[config.mk]
export PLATFORM = sky130hd
export DESIGN_NAME = irq_level_arbiter
export DESIGN_NICKNAME = d
export VERILOG_FILES = /design/src/rtl/irq_lvl_pkg.sv /design/src/rtl/irq_level_scan.sv /design/src/rtl/irq_eval_fsm.sv /design/src/rtl/irq_capture.sv /design/src/rtl/irq_level_arbiter.sv
export SDC_FILE = /design/constraint.sdc
export NUM_CORES = 1
export LEC_CHECK = 0
export BUFFER_PORTS_ARGS = -buffer_cell sky130_fd_sc_hd__buf_2
export CAP_MARGIN = 20
export CELL_PAD_IN_SITES_DETAIL_PLACEMENT = 1
export CELL_PAD_IN_SITES_GLOBAL_PLACEMENT = 1
export CORE_MARGIN = 1
export CORE_UTILIZATION = 30
export DETAILED_ROUTE_END_ITERATION = 16
export PLACE_DENSITY = 0.86
export SETUP_SLACK_MARGIN = 0.3
export SYNTH_ARGS = -nofsm -noshare
export SYNTH_HDL_FRONTEND = slang
export SYNTH_SLANG_ARGS = --single-unit
[constraint.sdc]
create_clock -name clk -period 1.6 [get_ports clk]
set_clock_uncertainty 0.15 [all_clocks]
set_input_delay 0.08 -clock clk [delete_from_list [all_inputs] [get_ports clk]]
set_output_delay 0.08 -clock clk [all_outputs]
set_load 0.02 [all_outputs]
[src/rtl/irq_lvl_pkg.sv]
package irq_lvl_pkg;
    typedef enum logic [1:0] {
        ST_IDLE  = 2'd0,
        ST_ARMED = 2'd1,
        ST_TRAP  = 2'd2,
        ST_HALT  = 2'd3
    } evl_state_e;
endpackage

[src/rtl/irq_level_scan.sv]
module irq_level_scan #(
    parameter int REQ_W   = 32,
    parameter int LVL_W   = 5,
    parameter int SW_MIN  = 1,
    parameter int SW_MAX  = 16,
    parameter int EXT_MIN = 16,
    parameter int EXT_MAX = 32
) (
    input  logic [REQ_W-1:0] sw_req,
    input  logic [REQ_W-1:0] ext_req,
    output logic [REQ_W-1:0] summary,
    output logic [LVL_W-1:0] level
);
    logic [REQ_W-1:0] sw_win;
    logic [REQ_W-1:0] ext_win;

    // window masks built per bit
    for (genvar g = 0; g < REQ_W; g++) begin : g_win
        localparam bit SW_IN  = (g >= SW_MIN) && (g < SW_MAX);
        localparam bit EXT_IN = (g >= EXT_MIN) && (g < EXT_MAX);
        assign sw_win[g]  = SW_IN;
        assign ext_win[g] = EXT_IN;
    end

    logic [REQ_W-1:0] sw_hit;
    logic [REQ_W-1:0] ext_hit;
    assign sw_hit  = sw_req & sw_win;
    assign ext_hit = ext_req & ext_win;
    assign summary = sw_hit | ext_hit;

    // ascending scan, software first then external; last hit wins
    always_comb begin
        level = '0;
        for (int i = 0; i < REQ_W; i++) begin
            if (sw_hit[i]) level = LVL_W'(i - SW_MIN + 1);
        end
        for (int i = 0; i < REQ_W; i++) begin
            if (ext_hit[i]) level = LVL_W'(i);
        end
    end
endmodule

[src/rtl/irq_eval_fsm.sv]
module irq_eval_fsm
    import irq_lvl_pkg::*;
#(
    parameter int LVL_W = 5
) (
    input  logic             clk,
    input  logic             rst_n,
    input  logic             post,
    input  logic             pc_priv,
    input  logic             stall_done,
    input  logic             ast_bad,
    input  logic [LVL_W-1:0] level,
    input  logic [LVL_W-1:0] cur_ipl,
    output logic             commit,
    output logic             trap,
    output logic             halted
);
    evl_state_e state_q, state_d;
    logic eligible;
    logic take;

    assign eligible = !pc_priv && !stall_done;
    assign take     = (level != '0) && (level > cur_ipl);

    always_ff @(posedge clk or negedge rst_n) begin
        if (!rst_n) state_q <= ST_IDLE;
        else        state_q <= state_d;
    end

    always_comb begin
        state_d = state_q;
        unique case (state_q)
            ST_IDLE:  if (post) state_d = ST_ARMED;
            ST_ARMED: begin
                if (eligible) begin
                    if (ast_bad)   state_d = ST_HALT;
                    else if (take) state_d = ST_TRAP;
                    else           state_d = ST_IDLE;
                end
            end
            ST_TRAP:  state_d = post ? ST_ARMED : ST_IDLE;
            ST_HALT:  state_d = ST_HALT;
            default:  state_d = ST_IDLE;
        endcase
    end

    always_comb begin
        commit = 1'b0;
        trap   = 1'b0;
        halted = 1'b0;
        unique case (state_q)
            ST_ARMED: commit = eligible && !ast_bad && take;
            ST_TRAP:  trap   = 1'b1;
            ST_HALT:  halted = 1'b1;
            default:  ;
        endcase
    end


    eval_gate_chk: assert property (@(posedge clk) disable iff (!rst_n)
        (state_q == ST_TRAP) |-> ($past(state_q) == ST_ARMED) && !$past(pc_priv) && !$past(stall_done));

    trap_single_chk: assert property (@(posedge clk) disable iff (!rst_n)
        trap |=> !trap);

    halt_sticky_chk: assert property (@(posedge clk) disable iff (!rst_n)
        halted |=> (halted && !trap));
endmodule

[src/rtl/irq_capture.sv]
module irq_capture #(
    parameter int REQ_W = 32,
    parameter int LVL_W = 5
) (
    input  logic             clk,
    input  logic             rst_n,
    input  logic             commit,
    input  logic [REQ_W-1:0] summary_in,
    input  logic [LVL_W-1:0] level_in,
    output logic [REQ_W-1:0] summary_q,
    output logic [LVL_W-1:0] level_q
);
    always_ff @(posedge clk or negedge rst_n) begin
        if (!rst_n) begin
            summary_q <= '0;
            level_q   <= '0;
        end else if (commit) begin
            summary_q <= summary_in;
            level_q   <= level_in;
        end
    end
endmodule

[src/rtl/irq_level_arbiter.sv]
module irq_level_arbiter #(
    parameter int REQ_W   = 32,
    parameter int LVL_W   = 5,
    parameter int AST_W   = 4,
    parameter int SW_MIN  = 1,
    parameter int SW_MAX  = 16,
    parameter int EXT_MIN = 16,
    parameter int EXT_MAX = 32
) (
    input  logic             clk,
    input  logic             rst_n,
    input  logic             chk_post,
    input  logic [REQ_W-1:0] sw_req,
    input  logic [REQ_W-1:0] ext_req,
    input  logic [LVL_W-1:0] cur_ipl,
    input  logic             pc_priv,
    input  logic             stall_done,
    input  logic [AST_W-1:0] ast_req,
    output logic             trap,
    output logic [REQ_W-1:0] isr_summary,
    output logic [LVL_W-1:0] int_id,
    output logic             ast_err
);
    logic [REQ_W-1:0] scan_sum;
    logic [LVL_W-1:0] scan_lvl;
    logic             commit;
    logic             ast_bad;

    assign ast_bad = |ast_req;

    irq_level_scan #(
        .REQ_W(REQ_W), .LVL_W(LVL_W),
        .SW_MIN(SW_MIN), .SW_MAX(SW_MAX),
        .EXT_MIN(EXT_MIN), .EXT_MAX(EXT_MAX)
    ) u_scan (
        .sw_req (sw_req),
        .ext_req(ext_req),
        .summary(scan_sum),
        .level  (scan_lvl)
    );

    irq_eval_fsm #(.LVL_W(LVL_W)) u_fsm (
        .clk       (clk),
        .rst_n     (rst_n),
        .post      (chk_post),
        .pc_priv   (pc_priv),
        .stall_done(stall_done),
        .ast_bad   (ast_bad),
        .level     (scan_lvl),
        .cur_ipl   (cur_ipl),
        .commit    (commit),
        .trap      (trap),
        .halted    (ast_err)
    );

    irq_capture #(.REQ_W(REQ_W), .LVL_W(LVL_W)) u_cap (
        .clk       (clk),
        .rst_n     (rst_n),
        .commit    (commit),
        .summary_in(scan_sum),
        .level_in  (scan_lvl),
        .summary_q (isr_summary),
        .level_q   (int_id)
    );


    level_above_chk: assert property (@(posedge clk) disable iff (!rst_n)
        trap |-> (int_id != '0) && (int_id > $past(cur_ipl)));

    hold_regs_chk: assert property (@(posedge clk) disable iff (!rst_n)
        !trap |-> $stable(int_id) && $stable(isr_summary));

    summary_src_chk: assert property (@(posedge clk) disable iff (!rst_n)
        trap |-> ((isr_summary & ~($past(sw_req) | $past(ext_req))) == '0));
endmodule

; ---- Word-level counts from Yosys, hierarchy flattened
; Cells that the tools add are included.
[totals]
register_bits = 39
inputBits = 78
out_inout_bits = 39
[op_classes]
n_lt_le_gt_ge = 1
eq_ne = 5
mux = 40
bitwise = 1
n_reduce_logical = 11
[ops]
columns = op, count
row1 = $mux W5, 30
row2 = $or A16 B32 Y32, 1
row3 = $mux W2, 4
row4 = $pmux W2 S4, 1
row5 = $gt A5 B5 Y1, 1
row6 = $mux W1, 5
row7 = $reduce_bool A5 Y1, 1
row8 = $eq A2 B2 Y1 const B, 2
row9 = $logic_and A1 B1 Y1, 4
row10 = $reduce_or A4 Y1, 1
row11 = $logic_not A1 Y1, 3
row12 = $eq A2 B1 Y1 const B, 1
row13 = $logic_not A2 Y1, 1
row14 = $ne A2 B1 Y1 const B, 1
row15 = $ne A2 B2 Y1 const B, 1
row16 = $reduce_and A2 Y1, 1

; ---- Longest topological paths before layout
; Gate-level depths: netlist (run 1).
[depth]
ltp_word = 37
mapped_depth = 13
depth_no_buf = 12

; ---- By module
; Synthesis (run 1) repeated with hierarchy kept, for this count alone.
[hier_totals]
hier_cells = 201
area_unflattened_um2 = 2374.8
[by_module_without_submodules]
columns = module, n_inst, cells_per_inst, area_each_um2, seq_area_each_um2
row1 = irq_capture, 1, 78, 1526.5, 925.9
row2 = irq_level_scan, 1, 93, 596.8, 0.0
row3 = irq_eval_fsm, 1, 29, 244.0, 50.0
row4 = irq_level_arbiter, 1, 1, 7.5, 0.0

; ---- Worst setup path before layout (run 1)
; OpenSTA, ideal clock, no wires.
[synth_path]
path_type = input-to-reg
start = input sw_req[2]
end = register u_cap.level_q[2]
setup_time_ns = 0.125
arrival_ns = 2.521
t_required_ns = 1.325
setup_slack_ns = -1.196
stages = 13
n_path_buf = 1
path_cell_list = nand2b_1 a2111oi_0 o211ai_1 a31oi_4 o22ai_1 ha_1 nor2b_1 o21a_1 o21ai_0 a21oi_1 o211ai_4 buf_12 mux2_4
[synth_between]
elab_chain_len = 34
[synth_rtl]
columns = element, line
row1 = start: declaration, irq_level_arbiter.sv:13  ; input logic [REQ_W-1:0] sw_req,
row2 = $mux W5 * (14 in series), irq_level_scan.sv:35  ; if (sw_hit[i]) level = LVL_W'(i - SW_MIN + 1);
row3 = $mux W5 * (16 in series), irq_level_scan.sv:38  ; if (ext_hit[i]) level = LVL_W'(i);
row4 = $gt A5 B5 Y1 or $reduce_bool A5 Y1 (tied branches), irq_eval_fsm.sv:23  ; assign take = (level != '0) && (level > cur_ipl);
row5 = $logic_and A1 B1 Y1 *, irq_eval_fsm.sv:23
row6 = $logic_and A1 B1 Y1 *, irq_eval_fsm.sv:52  ; ST_ARMED: commit = eligible && !ast_bad && take;
row7 = $mux W1 *, irq_eval_fsm.sv:51  ; unique case (state_q)
row8 = end signal: assignment, irq_capture.sv:19  ; level_q <= level_in;
row9 = end: declaration, irq_capture.sv:11  ; output logic [LVL_W-1:0] level_q
; Every way passes the cells marked *; elsewhere a longest branch is shown, timed or not.
; A chain may end at the register's enable or synchronous reset.

; ---- Worst setup path after layout (run 1)
[layout_path]
start = input ext_req[26]
end = register u_cap.summary_q[14]
[layout_between]
elab_chain_len = 10
[layout_rtl]
columns = element, line
row1 = start: declaration, irq_level_arbiter.sv:14  ; input logic [REQ_W-1:0] ext_req,
row2 = $mux W5 * (6 in series), irq_level_scan.sv:38
row3 = $gt A5 B5 Y1 or $reduce_bool A5 Y1 (tied branches), irq_eval_fsm.sv:23
row4 = $logic_and A1 B1 Y1 *, irq_eval_fsm.sv:23
row5 = $logic_and A1 B1 Y1 *, irq_eval_fsm.sv:52
row6 = $mux W1 *, irq_eval_fsm.sv:51
row7 = end signal: assignment, irq_capture.sv:18  ; summary_q <= summary_in;
row8 = end: declaration, irq_capture.sv:10  ; output logic [REQ_W-1:0] summary_q,
; Marked as above.

==> flow_summary.json, run 1 <==
{
  "synth-main-ff-cell": "dfrtp_1",
  "initial_utilization_pct": 31.1,
  "syn_nets": 254,
  "critical_path.startpoint_type": "input port",
  "synth_seq_cells": 38,
  "timing.critical_path.required_ps": 1630,
  "min_delay_path_depth": 3,
  "crit_path_max_delay_cell_type": "nor3_1",
  "finalCritPeriodShare_pct": 165,
  "cts.reportedPaths.clkPinSlew_ps": 80,
  "syn-instance-count": 171,
  "cts_tree": "yes",
  "status": "complete, but fails checks",
  "vias": 2096,
  "syn_area_per_cell_sq_um": 12.4,
  "rsz_0062_raised_after_global_routing": "yes",
  "mostFrequentLayoutCells": "buf_2 (75), buf_4 (55), dfrtp_1 (38)",
  "drt_wl_total_um": 8120,
  "critical-path-max-stage-delay_ps": 290,
  "share_of_the_synthesized_area_in_the_top_cell_type_pct": 45.0,
  "ir_drop_uv": 396,
  "detail_route.first_pass.iterations": 4,
  "timing.final.crit_period_ps": 2640,
  "maxCapViolCount": 0,
  "netlist_area_sq_um": 2110,
  "final_cell_area_sq_um": 3870,
  "timing.critical_path.arrival_ps": 2670,
  "seq_area_frac_synth_pct": 45.0,
  "dp_worst_setup_slack_ps": -1500,
  "final-setup-viol-count": 37,
  "finalWeightedCongestion": 0.875,
  "largest_net_degree_at_the_start_of_global_routing": 21,
  "timing.hold.worst_endpoint": "u_fsm.state_q[0]",
  "io_pins": 117,
  "timing.rr.start": "u_fsm.state_q[1]",
  "route.detailed.wl_per_inst_um": 18.3,
  "postRouteAntennaNets": 0,
  "hpwl_um": 5270,
  "route.detailed.drc": 0,
  "worst_hold_slack_ps": -7.36,
  "core-area_sq_um": 6790,
  "port-buffer-count": 82,
  "synth_area_leader_cell": "dfrtp_1",
  "floorplan.rows": 30,
  "hold_start": "ast_req[2]",
  "grt.overflow.total": 0,
  "hold_path_class": "in2reg",
  "synthToLayoutAreaGrowth_pct": 83.1,
  "post_synthesis_cell_type_count": 38,
  "worstReg2RegEnd": "u_cap.summary_q[14]",
  "sink_count_of_the_clock_tree": 38,
  "first_pass_grt_wire_length_um": 12400,
  "fillers": 741,
  "layout_commonest_cell": "buf_2",
  "critical_path_peak_fanout": 4,
  "achievable-frequency_mhz": 379,
  "final-hold-violation-count": 1,
  "detailed_place.area_sq_um": 3050,
  "cp_cell_sequence": "buf_2, buf_4, nor3_1, o21ai_1, a31oi_4, o22ai_4, ha_4, nor2b_2, o21a_1, o21ai_2, a21oi_2, o211ai_4, buf_12, clkbuf_16, mux2_4",
  "setup-tns-final_ps": -37000,
  "grt_usage_pct": 22.2,
  "power_leakage_nw": 2.06,
  "end_kind": "flop",
  "synth_warnings": 0,
  "number_of_synthesized_flops_with_an_enable_pin": 0,
  "detailedRoute.firstIterationViolations": 56,
  "die-width_um": 86.0,
  "reg2reg_slack_ps": -210,
  "power_per_cell_area_nw_per_um2": 675,
  "die_area_sq_um": 7390,
  "worst_skew_pair.late_latency_ps": 290,
  "post_route_cells_drive_above_1_share_pct": 64.8,
  "final.setup.worst_slack_ps": -1040,
  "count_of_h_tree_levels_built_during_cts": 2,
  "path_class": "in2reg",
  "timing.critical_path.max_delay_family": "compound AO/OA/AOI/OAI gates",
  "grt_antenna_before_repair": 0,
  "detail_route.vias_per_cell": 4.71,
  "fin_nets": 431,
  "report.final.slew_viol_count": 0,
  "worst_r2r_path_depth": 7,
  "grt_pass1_vias": 2387,
  "synth-async-reset-ratio_pct": 100,
  "ys_top_cells_by_area": "dfrtp_1 (45%), mux2_4 (20%), mux2_2 (3.2%)",
  "clock-root-buffer": "clkbuf_8",
  "violations_in_the_final_reports": "hold timing, setup timing",
  "worst-path-buf-inv": 4,
  "antenna_diodes": 0,
  "number_of_buffers_inserted_during_clock_tree_synthesis": 5,
  "clock_path_buffers": 2,
  "chipHeight_um": 86.0
}
## logic make-up after synthesis
family	count (synthesis)	share of synthesized area (%)
simple gates	46	11.5
fa+ha+maj	5	2.96
flops	38	45.0
mux	36	24.0
buf+inv	15	5.15
compound gates	30	11.2
other cells	1	0.177
## registers in the layout (all words and copies together) (netlist names)
signal           count
u_cap.level_q        5
u_fsm.state_q        2
u_cap.summary_q     31
## per-stage QoR
step                hold WS, ps  power, mW  cells  utilization, %
global route               15.9       2.71    445            57.0
CTS                       -4.47       2.60    440            54.7
finish                    -7.36       2.61    445            57.0
detailed placement        -83.6       1.50    397            44.9
floorplan                  -366       1.24    171               -
global placement          -93.7       1.48    397            44.9
## Yosys cell counts (all sizes together), types with 2 or more instances
cell    count
o21ai       8
buf         4
o21bai      2
nor2b       5
dfrtp      38
nor4        6
nand2       3
or4         2
inv        11
a31oi       2
nor2       15
ha          5
a21oi       4
nor3        6
nand2b      2
o211ai      5
mux2i       2
nand4       2
nand3       4
mux2       34
## power breakdown
group | internal (mW) | switching (mW)
clock | 0.625 | 0.378
combinational | 0.302 | 0.279
sequential | 1.00 | 0.0272
total | 1.93 | 0.684
## timing repair
| item | in CTS | in global routing |
|---|---|---|
| pin swaps | 9 | 3 |
| resized for setup | 34 | 18 |
| setup endpoints to repair | 39 | 39 |
| gates cloned | 3 | 2 |
| hold endpoints to repair | 41 | 0 |
| hold buffers | 23 | 0 |
| setup buffers | 9 | 3 |
## worst min-delay path, cell delays in order
cell and delay [ps]:
buf_2 70, or4_1 110, o32a_1 150
## how the worst max path moves through the flow
stage / start / end / slack (ps) / cells after the start
finish: ext_req[26] / u_cap.summary_q[14] / -1040 / 15
global route: ext_req[26] / u_cap.summary_q[2] / -1120 / 15
CTS: sw_req[11] / u_cap.summary_q[15] / -910 / 14
detailed placement: sw_req[10] / u_cap.summary_q[23] / -1500 / 14
global placement: sw_req[10] / u_cap.summary_q[19] / -1400 / 14
floorplan: sw_req[2] / u_cap.level_q[2] / -950 / 13
## cell type report
| cell class | count | area, sq um | share of cell area (%) |
|---|---|---|---|
| Sequential cell | 38 | 951 | 24.6 |
| Tap cell | 96 | 120 | 3.10 |
| Clock inverter | 3 | 68.8 | 1.78 |
| Timing Repair Buffer | 174 | 1360 | 35.2 |
| Inverter | 11 | 41.3 | 1.07 |
| Clock buffer | 5 | 68.8 | 1.78 |
| Multi-Input combinational cell | 118 | 1260 | 32.5 |
## routing by layer
layer / global-route usage [%] / vias up / routed length, um
li1: - / 985 / -
met1: 25.5 / 1041 / 3370
met2: 41.1 / 54 / 4330
met3: 4.04 / 16 / 241
met4: 8.18 / 0 / 182
met5: 0 / - / 0
(Power assumes the default switching activity.)
==> run 2: changes to the inputs <==
REMOVE_ABC_BUFFERS = 1   (was unset)
==> flow_summary.json, run 2 (synthesis gave the netlist of run 1 again) <==
{
  "power_leakage_nw": 2.05,
  "drt_wl_total_um": 8340,
  "setup-tns-final_ps": -38570,
  "largest_net_degree_at_the_start_of_global_routing": 21,
  "grt_usage_pct": 24.0,
  "grt_pass1_vias": 2511,
  "clock-root-buffer": "clkbuf_8",
  "hold_path_class": "in2reg",
  "achievable-frequency_mhz": 373,
  "end_kind": "flop",
  "dp_worst_setup_slack_ps": -1600,
  "worst_skew_pair.late_latency_ps": 290,
  "timing.final.crit_period_ps": 2680,
  "cts.reportedPaths.clkPinSlew_ps": 80,
  "finalNonFillerCells": 449,
  "first_pass_grt_wire_length_um": 13100,
  "worst_hold_slack_ps": -1.62,
  "timing.critical_path.mode_cell": "buf_4",
  "postRouteAntennaNets": 0,
  "critical_path.startpoint_type": "input port",
  "report.final.slew_viol_count": 0,
  "route.detailed.wl_per_inst_um": 18.6,
  "layout_commonest_cell": "buf_2",
  "cp_cell_sequence": "buf_6, or4_4, o2111ai_2, nand3_2, buf_4, buf_4, buf_4, buf_4, buf_4, buf_4, o211ai_2, o211ai_4, buf_12, clkbuf_16, mux2_4",
  "number_of_buffers_inserted_during_clock_tree_synthesis": 5,
  "final-hold-violation-count": 2,
  "count_of_h_tree_levels_built_during_cts": 2,
  "timing.critical_path.max_delay_family": "buffers and inverters",
  "ir_drop_uv": 308,
  "layout_top_registers": "u_cap.summary_q (31), u_cap.level_q (5), u_fsm.state_q (2)",
  "finalCritPeriodShare_pct": 167,
  "hpwl_um": 5200,
  "detailed_place.area_sq_um": 3010,
  "chipHeight_um": 86.0,
  "grt_antenna_before_repair": 0,
  "sink_count_of_the_clock_tree": 38,
  "grt.overflow.total": 0,
  "final_cell_area_sq_um": 3840,
  "post_route_cells_drive_above_1_share_pct": 65.2,
  "detailedRoute.firstIterationViolations": 36,
  "regMostFlops": "u_cap.summary_q",
  "mostFrequentLayoutCells": "buf_2 (74), buf_4 (62), dfrtp_1 (38)",
  "initial_utilization_pct": 31.1,
  "crit_path_max_delay_cell_type": "or4_4",
  "status": "complete, but fails checks",
  "clock_path_buffers": 2,
  "fin_util_pct": 56.6,
  "port-buffer-count": 82,
  "finalWeightedCongestion": 0.801,
  "final-setup-viol-count": 37,
  "core-area_sq_um": 6790,
  "die_area_sq_um": 7390,
  "io_pins": 117,
  "final.setup.worst_slack_ps": -1080,
  "worst-path-buf-inv": 9,
  "detail_route.first_pass.iterations": 4,
  "vias": 2154,
  "maxCapViolCount": 0,
  "critical-path-max-stage-delay_ps": 550,
  "violations_in_the_final_reports": "hold timing, setup timing",
  "fin_nets": 435,
  "power_per_cell_area_nw_per_um2": 607,
  "synthToLayoutAreaGrowth_pct": 81.8,
  "largest_register_ff_count": 31,
  "path_class": "in2reg",
  "placedCellCount": 398,
  "floorplan.rows": 30,
  "detail_route.vias_per_cell": 4.80,
  "die-width_um": 86.0,
  "route.detailed.drc": 0,
  "cts_tree": "yes",
  "timing.critical_path.arrival_ps": 2710,
  "max_slew.worst_pin.slew_ps": 509,
  "maxSlewHeadroom_pct": 66.1,
  "critical_path_peak_fanout": 5,
  "total_power_mw": 2.33,
  "rsz_0062_raised_after_global_routing": "yes",
  "antenna_diodes": 0,
  "timing.critical_path.required_ps": 1630
}
==> run 2: cell count changes in the layout (fill, tap and decap cells not counted), sizes merged <==
cell / previous run / this run
buf: 149 / 158
bufinv: 2 / 0
clkbuf: 7 / 8
dlygate4sd3: 23 / 19
==> run 2: final cells by class <==
class                   count  area (sq um)
multi-input cells         118          1260
repair buffers            178          1380
clock inverters             1          5.00
flip-flops and latches     38           951
inverters                  11          41.3
fillers                   747          2950
well taps                  96           120
clock buffers               7          86.3
==> run 2: power by group <==
part,switching [mW],internal [mW]
Combinational,0.282,0.312
Sequential,0.0264,1.00
Clock,0.361,0.348
Total,0.669,1.66
==> run 2: tightest hold or removal path, stage by stage <==
cell and delay, ps:
buf_2 90, buf_4 120, mux2_4 130
==> run 2: final timing paths <==
check / startpoint / cells after the start / end / slack (ps)
setup / recovery: sw_req[8] / 15 / u_cap.level_q[2] / -1080
min in group asynchronous: rst_n / 2 / u_cap.summary_q[26] / 150
setup reg to reg: u_fsm.state_q[1] / 7 / u_cap.level_q[2] / -230
max in group asynchronous: rst_n / 3 / u_cap.summary_q[7] / 670
hold reg to reg: u_cap.summary_q[30] / 1 / u_cap.summary_q[30] / 360
hold / removal: ext_req[20] / 3 / u_cap.summary_q[20] / -2
==> run 2: what timing repair did <==
| item | CTS | global route |
|---|---|---|
| gates cloned | 2 | 1 |
| endpoints found under the hold margin | 56 | 0 |
| setup buffers | 20 | 1 |
| hold buffers | 19 | 0 |
| resized for setup | 51 | 16 |
| setup endpoints to repair | 39 | 39 |
| pin swaps | 11 | 1 |
==> run 2: layer usage <==
layer	wire [um]	global-route usage (%)
met5	0	0
met1	3110	24.1
met3	349	4.23
met4	197	9.55
met2	4680	47.9
==> run 3: changes to the inputs <==
CORE_UTILIZATION = 31   (was 30)
SYNTH_HIERARCHICAL = 1   (was unset)
TNS_END_PERCENT = 30   (was unset)
==> flow_summary.json, run 3 <==
{
  "sink_count_of_the_clock_tree": 39,
  "hold_start": "sw_req[3]",
  "synth-main-ff-cell": "dfrtp_1",
  "rsz_0062_raised_after_global_routing": "yes",
  "cts.reportedPaths.clkPinSlew_ps": 80,
  "die-width_um": 89.5,
  "cts_tree": "yes",
  "synth_warnings": 6,
  "synth_seq_cells": 39,
  "regMostFlops": "u_cap/summary_q",
  "postRouteAntennaNets": 0,
  "core-area_sq_um": 7330,
  "final-hold-violation-count": 0,
  "final_cell_area_sq_um": 3490,
  "hpwl_um": 5320,
  "detailed_place.area_sq_um": 3020,
  "detail_route.first_pass.iterations": 4,
  "finalCritPeriodShare_pct": 177,
  "fin_util_pct": 47.6,
  "syn_area_per_cell_sq_um": 11.8,
  "post_synthesis_cell_type_count": 39,
  "netlist_area_sq_um": 2370,
  "reg2reg_slack_ps": -360,
  "initial_utilization_pct": 32.4,
  "seq_area_frac_synth_pct": 41.1,
  "number_of_synthesized_flops_with_an_enable_pin": 0,
  "mostFrequentLayoutCells": "buf_2 (79), buf_4 (48), dfrtp_1 (39)",
  "count_of_h_tree_levels_built_during_cts": 2,
  "hold_path_class": "in2reg",
  "ys_top_cells_by_area": "dfrtp_1 (41%), mux2_4 (19%), buf_4 (10%)",
  "number_of_buffers_inserted_during_clock_tree_synthesis": 5,
  "grt_pass1_vias": 2247,
  "synth_area_leader_cell": "dfrtp_1",
  "maxCapViolCount": 0,
  "clock-root-buffer": "clkbuf_8",
  "timing.rr.start": "u_fsm/state_q[0]",
  "final.setup.worst_slack_ps": -1230,
  "synth.top_cells.by_count": "dfrtp_1 (39), buf_4 (32), mux2_4 (30)",
  "finalWeightedCongestion": 0.791,
  "timing.critical_path.arrival_ps": 2860,
  "total_power_mw": 2.29,
  "drt_wl_total_um": 7130,
  "first_pass_grt_wire_length_um": 11300,
  "max_slew.worst_pin.slew_ps": 524,
  "antenna_diodes": 0,
  "final-setup-viol-count": 38,
  "end_kind": "flop",
  "fin_nets": 415,
  "ir_drop_uv": 320,
  "worstReg2RegEnd": "u_cap/summary_q[14]",
  "post_route_cells_drive_above_1_share_pct": 58.0,
  "share_of_the_synthesized_area_in_the_top_cell_type_pct": 41.1,
  "chipHeight_um": 89.5,
  "timing.critical_path.required_ps": 1630,
  "largest_net_degree_at_the_start_of_global_routing": 22,
  "detailedRoute.firstIterationViolations": 56,
  "yosys.cell_count.top_type": "dfrtp_1",
  "layout_commonest_cell": "buf_2",
  "grt_antenna_before_repair": 0,
  "violations_in_the_final_reports": "setup timing",
  "report.final.slew_viol_count": 0,
  "layout_top_registers": "u_cap/summary_q (32), u_cap/level_q (5), u_fsm/state_q (2)",
  "critical_path_peak_fanout": 12,
  "path_class": "in2reg",
  "worst_skew_pair.late_latency_ps": 290,
  "io_pins": 117,
  "largest_register_ff_count": 32,
  "achievable-frequency_mhz": 353,
  "dp_worst_setup_slack_ps": -1630,
  "grt.overflow.total": 0,
  "clock_path_buffers": 2,
  "critical_path.startpoint_type": "input port",
  "die_area_sq_um": 8010,
  "power_leakage_nw": 1.83,
  "grt_usage_pct": 19.2,
  "worst_r2r_path_depth": 7,
  "status": "complete, but fails checks",
  "floorplan.rows": 31,
  "timing.final.crit_period_ps": 2830,
  "setup-tns-final_ps": -45550,
  "synthToLayoutAreaGrowth_pct": 46.8,
  "syn-instance-count": 201,
  "vias": 1998,
  "fillers": 840,
  "route.detailed.wl_per_inst_um": 16.5,
  "route.detailed.drc": 0,
  "min_delay_path_depth": 3,
  "maxSlewHeadroom_pct": 65.1,
  "synth-async-reset-ratio_pct": 100,
  "port-buffer-count": 83,
  "power_per_cell_area_nw_per_um2": 656,
  "detail_route.vias_per_cell": 4.63,
  "timing.hold.worst_endpoint": "u_cap/summary_q[3]"
}
## run 3: power breakdown
part	total, mW	switching [mW]	leakage (nW)	internal [mW]
clock	0.853	0.349	0.0612	0.505
sequential	1.02	0.0128	0.532	1.01
combinational	0.417	0.198	1.24	0.219
total	2.29	0.560	1.83	1.73
## run 3: timing repair
action | in CTS | in global routing
endpoints found under the hold margin | 37 | 0
setup buffers | 4 | 0
resized for setup | 18 | 8
gates cloned | 0 | 0
setup endpoints to repair | 40 | 41
hold buffers | 21 | 0
pin swaps | 7 | 2
## run 3: worst max path at each step
stage,from,endpoint,slack (ps),cells after the start
4_1_cts,sw_req[12],u_cap/summary_q[14],-1270,12
5_1_grt,sw_req[12],u_cap/summary_q[1],-1290,12
6_report,sw_req[14],u_cap/summary_q[14],-1230,12
2_1_floorplan,sw_req[12],u_cap/level_q[0],-6290,9
3_3_place_gp,sw_req[12],u_cap/summary_q[31],-1500,12
3_5_place_dp,sw_req[12],u_cap/summary_q[31],-1630,12
## run 3: worst max-delay path, cell delays in order
cell      delay (ps)
buf_2            130
or3_1            390
a221oi_1         230
o21ai_1          160
a221oi_2         380
inv_1             90
ha_1             200
o221a_1          270
nor4_4           280
buf_6            180
buf_12           160
mux2_4           310
## run 3: stage by stage
step,hold WS [ps],instances
final,7.98,432
after global routing,12.5,432
after CTS,0.398,432
after detailed placement,-58.5,399
after global placement,-83.5,399
after floorplan,-366,165
## run 3: layer usage
layer  track usage (%)  wire, um  up-vias
li1                  -         -      941
met1              22.5      3060      993
met2              35.6      3710       58
met3              4.43       295        6
met4              3.90        68        0
met5                 0         0        -
## run 3: cell families after synthesis
group	after synthesis	share of synthesized area, %
compound gates	27	8.43
mux	37	22.3
buf+inv	47	14.9
flops	39	41.1
simple gates	45	10.5
fa+ha+maj	5	2.63
other cells	1	0.158
## run 3: area by class of cell
cell class,instances,area [sq um],share of cell area [%]
Clock buffer,6,82.6,2.37
Clock inverter,2,35.0,1.00
Inverter,11,41.3,1.18
Multi-Input combinational cell,115,1100,31.5
Sequential cell,39,976,28.0
Tap cell,99,124,3.55
Timing Repair Buffer,160,1130,32.4
